--- config.mk ---
export PLATFORM = sky130hd
export DESIGN_NAME = strap_mode_ctrl
export DESIGN_NICKNAME = d
export VERILOG_FILES = /design/src/rtl/smc_pkg.sv /design/src/rtl/smc_por_timer.sv /design/src/rtl/smc_test_div.sv /design/src/rtl/strap_mode_ctrl.sv
export SDC_FILE = /design/constraint.sdc
export NUM_CORES = 1
export LEC_CHECK = 0
export BUFFER_PORTS_ARGS = -buffer_cell sky130_fd_sc_hd__buf_4
export CAP_MARGIN = 20
export CORE_MARGIN = 4
export CORE_UTILIZATION = 45
export DETAILED_ROUTE_END_ITERATION = 16
export PLACE_DENSITY_LB_ADDON = 0.05
export RECOVER_POWER = 25
export SLEW_MARGIN = 20
export SYNTH_ARGS = -nofsm -noshare
export SYNTH_HDL_FRONTEND = slang
export SYNTH_SLANG_ARGS = --single-unit
--- constraint.sdc ---
create_clock -name clk_i -period 1.5 [get_ports clk_i]
set_input_delay 0.075 -clock clk_i [delete_from_list [all_inputs] [get_ports clk_i]]
set_output_delay 0.075 -clock clk_i [all_outputs]
set_load 0.005 [all_outputs]
--- src/rtl/smc_pkg.sv ---
package smc_pkg;

    typedef enum logic [1:0] {
        MODE_HIZ    = 2'd0,
        MODE_TEST   = 2'd1,
        MODE_NORMAL = 2'd2
    } mode_e;

    localparam int unsigned OUT_CPU   = 0;
    localparam int unsigned OUT_SDRAM = 1;
    localparam int unsigned OUT_V66   = 2;
    localparam int unsigned OUT_USB   = 3;
    localparam int unsigned OUT_PCI   = 4;
    localparam int unsigned OUT_APIC  = 5;
    localparam int unsigned OUT_REF   = 6;
    localparam int unsigned NUM_OUTS  = 7;
    localparam int unsigned NUM_DIVS  = NUM_OUTS - 1;

    // divide ratio per divided output, index = output bit
    localparam int unsigned DIV_RATIO [NUM_DIVS] = '{4, 4, 6, 2, 12, 12};

    function automatic mode_e decode_mode(input logic tri_n, input logic [1:0] strap);
        if (tri_n)               return MODE_NORMAL;
        else if (strap == 2'b01) return MODE_TEST;
        else                     return MODE_HIZ;
    endfunction

    function automatic logic [1:0] cpu_code_of(input logic [1:0] strap);
        case (strap)
            2'b00:   return 2'd0;
            2'b01:   return 2'd1;
            default: return 2'd2;
        endcase
    endfunction

    function automatic logic sdram_code_of(input logic [1:0] strap);
        return strap == 2'b10;
    endfunction

endpackage

--- src/rtl/smc_por_timer.sv ---
module smc_por_timer #(
    parameter int unsigned TIMER_CYCLES = 28636
) (
    input  logic clk_i,
    input  logic rst_ni,
    output logic done_o
);
    localparam int unsigned CW = $clog2(TIMER_CYCLES + 1);

    typedef struct packed {
        logic [CW-1:0] cnt;
        logic          done;
    } tmr_t;

    tmr_t st_d, st_q;

    always_comb begin
        st_d = st_q;
        if (!st_q.done) begin
            st_d.cnt  = st_q.cnt + 1'b1;
            st_d.done = (st_q.cnt == CW'(TIMER_CYCLES - 1));
        end
    end

    always_ff @(posedge clk_i or negedge rst_ni) begin
        if (!rst_ni) st_q <= '0;
        else         st_q <= st_d;
    end

    assign done_o = st_q.done;


    count_bound_chk: assert property (@(posedge clk_i) disable iff (!rst_ni)
        !st_q.done |-> (32'(st_q.cnt) < TIMER_CYCLES));


    done_sticky_chk: assert property (@(posedge clk_i) disable iff (!rst_ni)
        st_q.done |=> st_q.done);

endmodule

--- src/rtl/smc_test_div.sv ---
module smc_test_div import smc_pkg::*; #(
    parameter int unsigned SPAN = 12
) (
    input  logic                clk_i,
    input  logic                rst_ni,
    input  logic                run_i,
    output logic [NUM_OUTS-1:0] tclk_o
);
    localparam int unsigned CW = $clog2(SPAN);

    typedef struct packed {
        logic          run;
        logic [CW-1:0] cnt;
    } div_t;

    div_t st_d, st_q;

    always_comb begin
        st_d     = st_q;
        st_d.run = run_i;
        if (st_q.run && run_i)
            st_d.cnt = (st_q.cnt == CW'(SPAN - 1)) ? '0 : st_q.cnt + 1'b1;
        else
            st_d.cnt = '0;
    end

    always_ff @(posedge clk_i or negedge rst_ni) begin
        if (!rst_ni) st_q <= '0;
        else         st_q <= st_d;
    end

    for (genvar g = 0; g < NUM_DIVS; g++) begin : g_div
        assign tclk_o[g] = st_q.run &&
                           ((32'(st_q.cnt) % DIV_RATIO[g]) >= (DIV_RATIO[g] / 2));
    end

    assign tclk_o[OUT_REF] = clk_i & st_q.run;


    start_low_chk: assert property (@(posedge clk_i) disable iff (!rst_ni)
        $rose(st_q.run) |-> (tclk_o[NUM_DIVS-1:0] == '0));


    half_rate_toggle_chk: assert property (@(posedge clk_i) disable iff (!rst_ni)
        (st_q.run && $past(st_q.run)) |-> (tclk_o[OUT_USB] != $past(tclk_o[OUT_USB])));


    idle_low_chk: assert property (@(posedge clk_i) disable iff (!rst_ni)
        $fell(st_q.run) |-> (tclk_o[NUM_DIVS-1:0] == '0));

endmodule

--- src/rtl/strap_mode_ctrl.sv ---
module strap_mode_ctrl import smc_pkg::*; #(
    parameter int unsigned TIMER_CYCLES = 28636,
    parameter int unsigned DIV_SPAN     = 12
) (
    input  logic                clk_i,
    input  logic                rst_ni,
    input  logic                tri_n_i,
    input  logic                sel0_i,
    input  logic                pin_i,
    output logic                pin_oe_o,
    output logic                hiz_o,
    output logic [1:0]          mode_o,
    output logic [NUM_OUTS-1:0] clk_en_o,
    output logic [1:0]          cpu_code_o,
    output logic                sdram_code_o,
    output logic [NUM_OUTS-1:0] tclk_o
);
    typedef struct packed {
        logic [1:0] strap;
        logic       en;
        logic [1:0] cpu;
        logic       sdram;
    } ctl_t;

    ctl_t  st_d, st_q;
    logic  timer_done;
    mode_e mode;

    smc_por_timer #(.TIMER_CYCLES(TIMER_CYCLES)) timer_i (
        .clk_i  (clk_i),
        .rst_ni (rst_ni),
        .done_o (timer_done)
    );

    assign mode = decode_mode(tri_n_i, st_q.strap);

    always_comb begin
        st_d = st_q;
        if (!timer_done)
            st_d.strap = {pin_i, sel0_i};
        st_d.en = timer_done && (mode == MODE_NORMAL);
        if (st_d.en && !st_q.en) begin
            st_d.cpu   = cpu_code_of(st_q.strap);
            st_d.sdram = sdram_code_of(st_q.strap);
        end
    end

    always_ff @(posedge clk_i or negedge rst_ni) begin
        if (!rst_ni) st_q <= '0;
        else         st_q <= st_d;
    end

    smc_test_div #(.SPAN(DIV_SPAN)) div_i (
        .clk_i  (clk_i),
        .rst_ni (rst_ni),
        .run_i  (timer_done && (mode == MODE_TEST)),
        .tclk_o (tclk_o)
    );

    assign pin_oe_o     = timer_done && (mode != MODE_HIZ);
    assign hiz_o        = (mode == MODE_HIZ);
    assign mode_o       = mode;
    assign clk_en_o     = {NUM_OUTS{st_q.en}};
    assign cpu_code_o   = st_q.cpu;
    assign sdram_code_o = st_q.sdram;


    no_early_drive_chk: assert property (@(posedge clk_i) disable iff (!rst_ni)
        !timer_done |-> (!pin_oe_o && (clk_en_o == '0)));


    strap_frozen_chk: assert property (@(posedge clk_i) disable iff (!rst_ni)
        (timer_done && $past(timer_done)) |-> $stable(st_q.strap));


    code_hold_chk: assert property (@(posedge clk_i) disable iff (!rst_ni)
        (st_q.en && $past(st_q.en)) |-> ($stable(cpu_code_o) && $stable(sdram_code_o)));


    hiz_no_enable_chk: assert property (@(posedge clk_i) disable iff (!rst_ni)
        hiz_o |=> (clk_en_o == '0));


    hiz_no_test_clk_chk: assert property (@(posedge clk_i) disable iff (!rst_ni)
        (hiz_o && $past(hiz_o)) |-> (tclk_o == '0));

endmodule

==> results of run 1 <==
==> metrics by stage <==
step	power [mW]	hold WS (ps)	worst slack, ps	setup TNS, ps	utilization
2_1_floorplan	0.756	-221	29.9	0	-
3_3_place_gp	0.785	4.41	9.14	0	0.548
3_5_place_dp	0.786	8.93	-62.1	-179	0.548
4_1_cts	1.23	50.6	-485	-1600	0.610
5_1_grt	1.28	202	-580	-2180	0.623
6_report	1.21	171	-461	-1670	0.623
==> cell usage after synthesis (all sizes together) <==
cell type,instances
a211oi,1
a21boi,2
a21o,1
a21oi,3
and2,3
and3b,1
and4bb,1
buf,13
dfrtp,27
ha,6
inv,7
mux2,3
mux2i,1
nand2,10
nand2b,2
nand3,3
nand3b,2
nand4,2
nand4b,2
nand4bb,1
nor2,9
nor2b,3
nor3,3
nor4,6
o211a,1
o211ai,1
o21a,1
o21ai,3
o31ai,1
xnor2,5
xor2,9
==> power groups by stage <==
stage | combinational, mW | clock (mW) | sequential (mW)
6_report | 0.0475 | 0.428 | 0.733
3_3_place_gp | 0.0382 | 0.00000200 | 0.747
3_5_place_dp | 0.0388 | 0.00000200 | 0.747
5_1_grt | 0.0539 | 0.496 | 0.734
4_1_cts | 0.0469 | 0.447 | 0.733
2_1_floorplan | 0.00932 | 0.00000200 | 0.746
==> registers in the layout, indices dropped and copies added, names as in the netlist <==
signal	flops
timer_i.st_q	15
div_i.st_q	5
cpu_code_o	2
st_q	2
clk_en_o	1
sdram_code_o	1
timer_i.done_o	1
==> how the worst min path moves through the flow <==
stage / start / cells after the start / endpoint
after floorplan: rst_ni / 0 / clk_en_o[0]$_DFF_PN0_
after global placement: rst_ni / 1 / clk_en_o[0]$_DFF_PN0_
after detailed placement: rst_ni / 1 / clk_en_o[0]$_DFF_PN0_
after CTS: rst_ni / 2 / clk_en_o[0]$_DFF_PN0_
after global routing: rst_ni / 2 / clk_en_o[0]$_DFF_PN0_
final: rst_ni / 2 / clk_en_o[0]$_DFF_PN0_
==> cell type report <==
class	count	area [um^2]
Multi-Input combinational cell	86	762
Fill cell	270	1170
Tap cell	44	55.1
Timing Repair Buffer	44	353
Clock inverter	1	7.51
Sequential cell	27	678
Clock buffer	7	52.6
Inverter	7	26.3
==> worst max-delay path, stage by stage, from the launching register on <==
cell	delay [ps]
dfrtp_1	440
nor2b_4	140
ha_4	140
inv_2	40
ha_4	150
nor2_1	70
o211ai_1	110
o211a_1	240
buf_6	120
==> cells in the final DEF, fill, tap and decap left out, drive strengths merged <==
cell / count
buf: 40
dfrtp: 27
nand2: 10
nor2: 9
xor2: 9
clkbuf: 7
inv: 7
nor4: 6
ha: 6
xnor2: 5
dlygate4sd3: 4
and2: 3
o21ai: 3
mux2: 3
nor3: 3
nor2b: 3
a21oi: 3
nand3: 3
nand2b: 2
nand4: 2
a21boi: 2
nand4b: 2
nand3b: 2
and4bb: 1
a211oi: 1
o21a: 1
o211ai: 1
nand4bb: 1
o211a: 1
mux2i: 1
and3b: 1
a21o: 1
o31ai: 1
clkinvlp: 1
==> metal layers <==
layer | global-route usage | wire length (um) | vias to the layer above
li1 | - | - | 521
met1 | 0.170 | 1170 | 516
met2 | 0.262 | 1460 | 19
met3 | 0.0564 | 123 | 4
met4 | 0.0699 | 33 | 0
met5 | 0 | 0 | -
==> logic make-up after synthesis <==
logic type	count (synthesis)	share of synthesized area
adder cells (fa/ha/maj)	6	0.0504
flip-flops	27	0.454
buffers and inverters	20	0.0832
XOR/XNOR	14	0.0824
AO/OA/AOI/OAI	14	0.0655
AND/OR/NAND/NOR	48	0.235
multiplexers	4	0.0294
==> repair_timing <==
item,4_1_cts,5_1_grt
hold buffers,4,0
hold endpoints to repair,31,0
resized for setup,21,3
setup buffers,4,5
endpoints found under the setup margin,6,6
pin swaps,5,5
==> summary.md, run 1 <==
| Metric | Value |
|---|---|
| Die X | `between 60 and 70 um` |
| ANT nets after route | `0` |
| Clock skew | `about 7.9 ps` |
| R2r setup slk | `60 ps` |
| Crit path capture | `tclk_o[2]` |
| Mapped Area | `~1500 um^2` |
| Yosys Warn Count | `0` |
| DIE AREA | `~4300 um^2` |
| Final period util | `1.31` |
| Worst setup margin | `-461 ps` |
| Detailed Route WL | `between 2000 and 3000 um` |
| HPWL after detailed placement | `1880 um` |
| Vias in the first global route | `between 1000 and 1500` |
| Slew margin rel. | `0.559` |
| Sequential Power Share | `0.607` |
| Leading area contributor after synthesis | `dfrtp_1` |
| Ant diodes | `0` |
| WL/cell | `12.9 um` |
| Final Max Slew Viols | `0` |
| # rows | `20` |
| Nets | `between 150 and 200` |
| First-pass GRT wire length | `about 5000 um` |
| Cell count after synthesis | `~130` |
| Drc violations | `0` |
| Worst min-delay path class | `input port to asynchronous set/reset pin` |
| Final std cells w/o fill | `roughly 220` |
| CTS tree | `done` |
| P_int | `943 uW` |
| Mapped Nets | `between 100 and 150` |
| # port buffers | `25` |
| Final estimated routing congestion in global placement | `roughly 0.73` |
| Switching share of power | `0.219` |
| Initial DRC Count | `45` |
| Crit end category | `output port` |
| Grt ovf | `0` |
| Cell Area, Placed | `~1700 um^2` |
| Area Growth Syn to Fin | `29.9%` |
| Power Dens Cells | `625 nW/um^2` |
| Register-to-Register Path Depth | `6` |
| Total iterations of the first detailed-routing run | `4` |
| Synth area leaders | `dfrtp_1, buf_4, xor2_1` |
| Reg2reg start | `div_i.st_q[1]$_DFF_PN0_` |
| Sw Pwr | `between 200 and 300 uW` |
| CP startpoint kind | `register` |
| Share of layout cells above drive strength 1 | `0.424` |
| Worst-Skew Late Latency | `between 400 and 500 ps` |
| RR Endpoint | `div_i.st_q[3]$_DFF_PN0_` |
| # Max-Cap Violations | `0` |
| Fmax achieved | `about 0.51 GHz` |
| Die height | `65.5 um` |
| Register area share after synthesis | `0.454` |
| Critical Path Source | `div_i.st_q[3]$_DFF_PN0_` |
| Min Tclk post-route | `~2000 ps` |
| Avg Cell Area, Syn | `~11 um^2` |
| Tot GR Track Use | `0.154` |
| Core area | `about 3100 um^2` |
| RSZ-0062 raised after global routing | `yes` |
| Arrival @ worst endpoint | `between 1500 and 2000 ps` |
| I/O Pins | `26` |
| Final instance area | `between 1500 and 2000 um^2` |
| Max IR drop VDD | `roughly 410 uV` |
| Comb power frac | `0.039` |
| Vias per cell | `around 4.9` |
| Placed cells | `198` |
| Worst Tran Pin Value | `roughly 660 ps` |
| Flops & latches, synth | `27` |
| Distinct cell type count after synthesis | `35` |
| Via Count | `roughly 1100` |
| Final setup viols | `5` |
| Leakage | `between 0.9 and 1 nW` |
| Top-area cell type share of the netlist area | `0.454` |
| Maximum number of pins on one net before global-route repair | `28` |
| Crit Path Category | `register to output port` |
| Starting density of the core | `0.480` |
| Final Hold Fails | `0` |
| Reg clk slew, reported paths | `150 ps` |
| Antenna violations before repair | `0` |
| Status | `complete, but fails checks` |
| Clock power share | `0.354` |
| Critical Path RT | `between 1000 and 1500 ps` |
| Max FO, Critical Path | `2` |
| Violated checks | `negative setup slack` |
Note: power is estimated with default switching activity, not from simulation.
==> inputs of run 2 (changes only) <==
CORE_ASPECT_RATIO = 1.2   (was unset)
==> run 2 against run 1 <==
  * Highest routed layer unchanged
  * Maximum frequency decreased by 0.20%
  * The run still ends with negative setup slack left
  * Utilization fell by 2.2 points
  * Flip-flop and latch count stayed put
  * Setup slack worse by 3.9 ps
  * Sequential share of layout area is 1.2 points higher
  * Critical endpoint unchanged
  * Wire length decreased by 6.9%
  * Largest cell class unchanged
  * Via count decreased by 0.57%
==> summary.md, run 2 (same netlist as run 1, synthesis figures left out) <==
| Metric | Value |
|---|---|
| Top flop regs | `timer_i.st_q x15, div_i.st_q x5` |
| Starting density of the core | `0.479` |
| Die X | `~61 um` |
| Critical Path Source | `div_i.st_q[2]$_DFF_PN0_` |
| Nets | `between 150 and 200` |
| Share of layout cells above drive strength 1 | `0.408` |
| Most frequent cells in the layout | `buf_4, dfrtp_1, nand2_1, xor2_1, nor2_1` |
| Grt ovf | `0` |
| Slew margin rel. | `0.560` |
| Final estimated routing congestion in global placement | `about 0.75` |
| Worst min-delay path class | `input port to asynchronous set/reset pin` |
| R2r setup slk | `~150 ps` |
| Fmax achieved | `between 0.5 and 0.6 GHz` |
| CTS tree | `done` |
| Initial DRC Count | `15` |
| Worst Tran Pin Value | `approximately 660 ps` |
| Via Count | `between 1000 and 1500` |
| Status | `complete, but fails checks` |
| Min Tclk post-route | `about 2000 ps` |
| Final Max Slew Viols | `0` |
| RSZ-0062 raised after global routing | `yes` |
| Final Util | `0.601` |
| Crit end category | `output port` |
| CP startpoint kind | `register` |
| Commonest non-fill, non-tap cell in the layout | `buf_4` |
| Max IR drop VDD | `roughly 460 uV` |
| CP Buf/Inv Count | `2` |
| # port buffers | `25` |
| Worst path top cell family by delay | `flip-flops` |
| Worst-Skew Late Latency | `between 400 and 500 ps` |
| Reg2reg start | `timer_i.st_q[2]$_DFFE_PN0N_` |
| Maximum number of pins on one net before global-route repair | `28` |
| Arrival @ worst endpoint | `~1900 ps` |
| Area Growth Syn to Fin | `25.5%` |
| Detailed Route WL | `2590 um` |
| Max FO, Critical Path | `3` |
| Power Dens Cells | `around 640 nW/um^2` |
| CP Cell Sequence | `nor2b_2, ha_2, buf_4, ha_1, a21oi_2, o211a_1, buf_6` |
| Slowest stage delay, CP | `slightly above 400 ps` |
| First-pass GRT wire length | `4560 um` |
| Drc violations | `0` |
| Biggest register | `timer_i.st_q` |
| WL/cell | `~13 um` |
| Final period util | `1.31` |
| Violated checks | `negative setup slack` |
| Core area | `between 3000 and 4000 um^2` |
| Tot GR Track Use | `0.143` |
| Die height | `around 70 um` |
| ANT nets after route | `0` |
| Slowest CP cell | `dfrtp_1` |
| Clock skew | `just under 2 ps` |
| Worst setup margin | `-465 ps` |
| # Max-Cap Violations | `0` |
| Critical Path RT | `around 1400 ps` |
| Antenna violations before repair | `0` |
| Max reg flops | `15` |
| Leakage | `0.883 nW` |
| Reg clk slew, reported paths | `150 ps` |
| Total Power | `around 1.2 mW` |
| Vias in the first global route | `about 1100` |
| DIE AREA | `roughly 4300 um^2` |
| Ant diodes | `0` |
| Total iterations of the first detailed-routing run | `4` |
| Crit Path Category | `register to output port` |
| HPWL after detailed placement | `1940 um` |
| Final setup viols | `5` |
| # rows | `22` |
| I/O Pins | `26` |
| Final Hold Fails | `0` |
| Vias per cell | `just over 5` |
[run 2: cell count changes in the layout (fill, tap and decap cells not counted), sizes merged]
cell and change:
buf -3
[run 2: cell type report]
class                   instances  area (um^2)
repair buffers                 41          327
well taps                      36         45.0
multi-input cells              86          733
flip-flops and latches         27          678
fillers                       267         1240
clock inverters                 1         7.51
inverters                       7         26.3
clock buffers                   7         52.6
[run 2: final timing paths]
| check | cells after the start | to |
|---|---|---|
| hold reg to reg | 1 | timer_i.st_q[15]$_DFFE_PN0N_ |
| setup reg to reg | 4 | timer_i.st_q[15]$_DFFE_PN0N_ |
| max in group asynchronous | 2 | div_i.st_q[0]$_DFF_PN0_ |
| hold / removal | 2 | timer_i.st_q[2]$_DFFE_PN0N_ |
| setup / recovery | 7 | tclk_o[2] |
| min in group clk_i | 3 | st_q[5]$_DFFE_PN0N_ |
[run 2: worst register-to-register path, cell delays in order, from the launching register on]
cell      delay, ps
dfrtp_1         430
ha_1            260
nand3b_4        140
nor4_2          280
xor2_1          180
[run 2: per-stage QoR]
step / hold WS [ps] / setup WS [ps] / instance area (um^2) / instances / setup TNS [ps]
3_3_place_gp: 2.77 / -4.60 / 1680 / 189 / -4.60
2_1_floorplan: -221 / 29.9 / 1490 / 133 / 0
5_1_grt: 213 / -553 / 1870 / 205 / -1620
4_1_cts: 50.8 / -490 / 1850 / 203 / -1340
6_report: 178 / -465 / 1870 / 205 / -1220
3_5_place_dp: 9.65 / -75.6 / 1680 / 189 / -171
[run 2: layer usage]
metal	vias to the layer above	wire [um]	GRT usage
met5	-	0	0
met4	0	35	0.0675
li1	513	-	-
met3	5	129	0.0438
met1	513	1020	0.161
met2	23	1400	0.239
[run 2: power by group]
part	switching, mW	internal, mW
registers	0.00283	0.731
clock network	0.237	0.189
logic	0.0232	0.0216
total	0.263	0.942
[run 2: what timing repair did]
action,in CTS,in global routing
hold endpoints to repair,31,0
hold buffers,4,0
cloned,0,0
gates resized for setup,14,3
setup buffers,3,2
pin swaps,5,2
setup endpoints to repair,5,6
==> inputs of run 3 (changes only) <==
==> constraint.sdc (replaced) <==
create_clock -name clk_i -period 1.5 [get_ports clk_i]
set_input_delay 0.3 -clock clk_i [delete_from_list [all_inputs] [get_ports clk_i]]
set_output_delay 0.3 -clock clk_i [all_outputs]
set_load 0.005 [all_outputs]
==> run 3 against run 2 <==
  * The run still ends with negative setup slack left
  * Critical path depth did not move
  * Setup slack got worse by 210 ps
  * Hold slack got worse by 87 ps
  * Sequential power barely moved
  * Maximum frequency fell by 9.8%
  * Flip-flop and latch count did not move
  * Clock skew rose by 6.6 ps
  * Count of clock-buffer cells in the layout fell by 1
  * Non-clock buffer count fell by 2
  * Utilization rose by 0.64 points
  * Final cell count fell by 1.5%
  * Total power fell by 4.3%
  * Largest power group unchanged
==> summary.md, run 3 (same netlist as run 1, synthesis figures left out) <==
| Metric | Value |
|---|---|
| # rows | `22` |
| DR WL met2 | `between 1000 and 1500 um` |
| # Max-Cap Violations | `0` |
| Final std cells w/o fill | `about 200` |
| Via Count | `~1000` |
| Vias per cell | `between 5 and 6` |
| I/O Pins | `26` |
| Slowest CP cell | `dfrtp_2` |
| Most frequent cells in the layout | `buf_4, dfrtp_1, nand2_1, xor2_1, nor2_1` |
| Tot GR Track Use | `0.148` |
| Smallest hold slack | `~91 ps` |
| Place WS | `-240 ps` |
| Metal-1 WL | `roughly 1100 um` |
| ANT nets after route | `0` |
| Violated checks | `negative setup slack` |
| Crit end category | `output port` |
| Maximum number of pins on one net before global-route repair | `28` |
| Core area | `3110 um^2` |
| Met3 routed WL | `~120 um` |
| Final Max Slew Viols | `0` |
| Grt ovf | `0` |
| Post-route setup TNS | `-2660 ps` |
| Area Growth Syn to Fin | `26.9%` |
| Antenna violations before repair | `0` |
| Final period util | `1.45` |
| Crit-path most repeated cell | `ha_4` |
| Arrival @ worst endpoint | `between 1500 and 2000 ps` |
| Final instance area | `around 1900 um^2` |
| Max IR drop VDD | `just over 500 uV` |
| Worst setup margin | `-679 ps` |
| Total iterations of the first detailed-routing run | `2` |
| Reg clk slew, reported paths | `between 100 and 150 ps` |
| Critical Path RT | `~1200 ps` |
| Worst-Skew Late Latency | `430 ps` |
| DIE AREA | `4300 um^2` |
| Drc violations | `0` |
| Min Tclk post-route | `between 2000 and 2500 ps` |
| Die X | `60.5 um` |
| Max layer used | `met4` |
| Die height | `approximately 71 um` |
| Commonest non-fill, non-tap cell in the layout | `buf_4` |
| CP Cell Sequence | `nor2b_4, ha_4, inv_2, ha_4, o211ai_1, o211a_1, buf_6` |
| Starting density of the core | `0.479` |
| Slowest stage delay, CP | `~460 ps` |
| Final Hold Fails | `0` |
| Placed cells | `188` |
| CP startpoint kind | `register` |
| Share of layout cells above drive strength 1 | `0.464` |
| Max reg flops | `15` |
| WL/cell | `13.4 um` |
| First-pass GRT wire length | `about 4800 um` |
| Clock skew | `~8.5 ps` |
| CTS tree | `done` |
| Power Dens Cells | `between 600 and 700 nW/um^2` |
| Worst min-delay path class | `input port to register` |
| Top flop regs | `timer_i.st_q x15, div_i.st_q x5` |
| HPWL after detailed placement | `approximately 2000 um` |
| Cell Area, Placed | `between 1500 and 2000 um^2` |
| Worst Tran Pin Value | `roughly 660 ps` |
| Fmax achieved | `between 0.4 and 0.5 GHz` |
| Initial DRC Count | `27` |
| Max FO, Critical Path | `4` |
| Status | `complete, but fails checks` |
| Final setup viols | `7` |
| Slew margin rel. | `0.562` |
| Crit Path Category | `register to output port` |
| RSZ-0062 raised after global routing | `yes` |
| Detailed Route WL | `about 2700 um` |
| Nets | `178` |
| Final estimated routing congestion in global placement | `0.763` |
| Ant diodes | `0` |
| Leakage | `between 0.8 and 0.9 nW` |
| Biggest register | `timer_i.st_q` |
| # port buffers | `25` |
| Vias in the first global route | `about 1100` |
-- run 3: cell types whose count changed in the layout (fill, tap and decap cells not counted), sizes merged --
cell         previous run  this run
buf                    37        38
clkbuf                  7         6
clkinv                  0         1
clkinvlp                1         0
dlygate4sd3             4         1
-- run 3: worst max-delay path, delay by kind of cell, from the launching register on --
family                   cells  cell delay, ps
buffers and inverters        2             150
AND/OR/NAND/NOR              1             140
AO/OA/AOI/OAI                2             310
flip-flops                   1             460
adder cells (fa/ha/maj)      2             380
-- run 3: final cells by class --
| type | count | area, um^2 |
|---|---|---|
| Tap cell | 36 | 45.0 |
| Clock buffer | 6 | 48.8 |
| Timing Repair Buffer | 39 | 312 |
| Multi-Input combinational cell | 86 | 773 |
| Fill cell | 281 | 1220 |
| Inverter | 7 | 26.3 |
| Clock inverter | 1 | 5.00 |
| Sequential cell | 27 | 679 |
-- run 3: routing by layer --
| metal | track usage | up-vias |
|---|---|---|
| met5 | 0 | - |
| met2 | 0.238 | 14 |
| met4 | 0.0771 | 0 |
| met3 | 0.0438 | 4 |
| met1 | 0.173 | 496 |
| li1 | - | 508 |
-- run 3: repair_timing --
| item | 4_1_cts | 5_1_grt |
|---|---|---|
| setup endpoints to repair | 10 | 13 |
| buffers inserted | 5 | 2 |
| gates resized for setup | 11 | 11 |
| pin swaps | 2 | 7 |
| hold endpoints to repair | 27 | 0 |
| hold buffers | 1 | 0 |
-- run 3: through the flow --
step	util	power, mW
2_1_floorplan	-	0.756
3_3_place_gp	0.552	0.785
3_5_place_dp	0.552	0.785
4_1_cts	0.591	1.17
5_1_grt	0.607	1.22
6_report	0.607	1.15
-- run 3: final timing paths --
kind,startpoint,endpoint,slack [ps],cells after the start
min in group asynchronous,rst_ni,sdram_code_o$_DFFE_PN0P_,410,2
max in group asynchronous,rst_ni,div_i.st_q[3]$_DFF_PN0_,620,2
hold reg to reg,sdram_code_o$_DFFE_PN0P_,sdram_code_o$_DFFE_PN0P_,500,2
hold / removal,sel0_i,st_q[4]$_DFFE_PN0N_,90,2
setup / recovery,div_i.st_q[3]$_DFF_PN0_,tclk_o[2],-680,7
setup reg to reg,timer_i.st_q[1]$_DFFE_PN0N_,timer_i.st_q[15]$_DFFE_PN0N_,110,4
-- run 3: power breakdown --
part | switching [mW] | internal, mW | total [mW]
combinational | 0.0244 | 0.0203 | 0.0447
sequential | 0.00291 | 0.731 | 0.734
clock | 0.216 | 0.158 | 0.374
total | 0.243 | 0.909 | 1.15
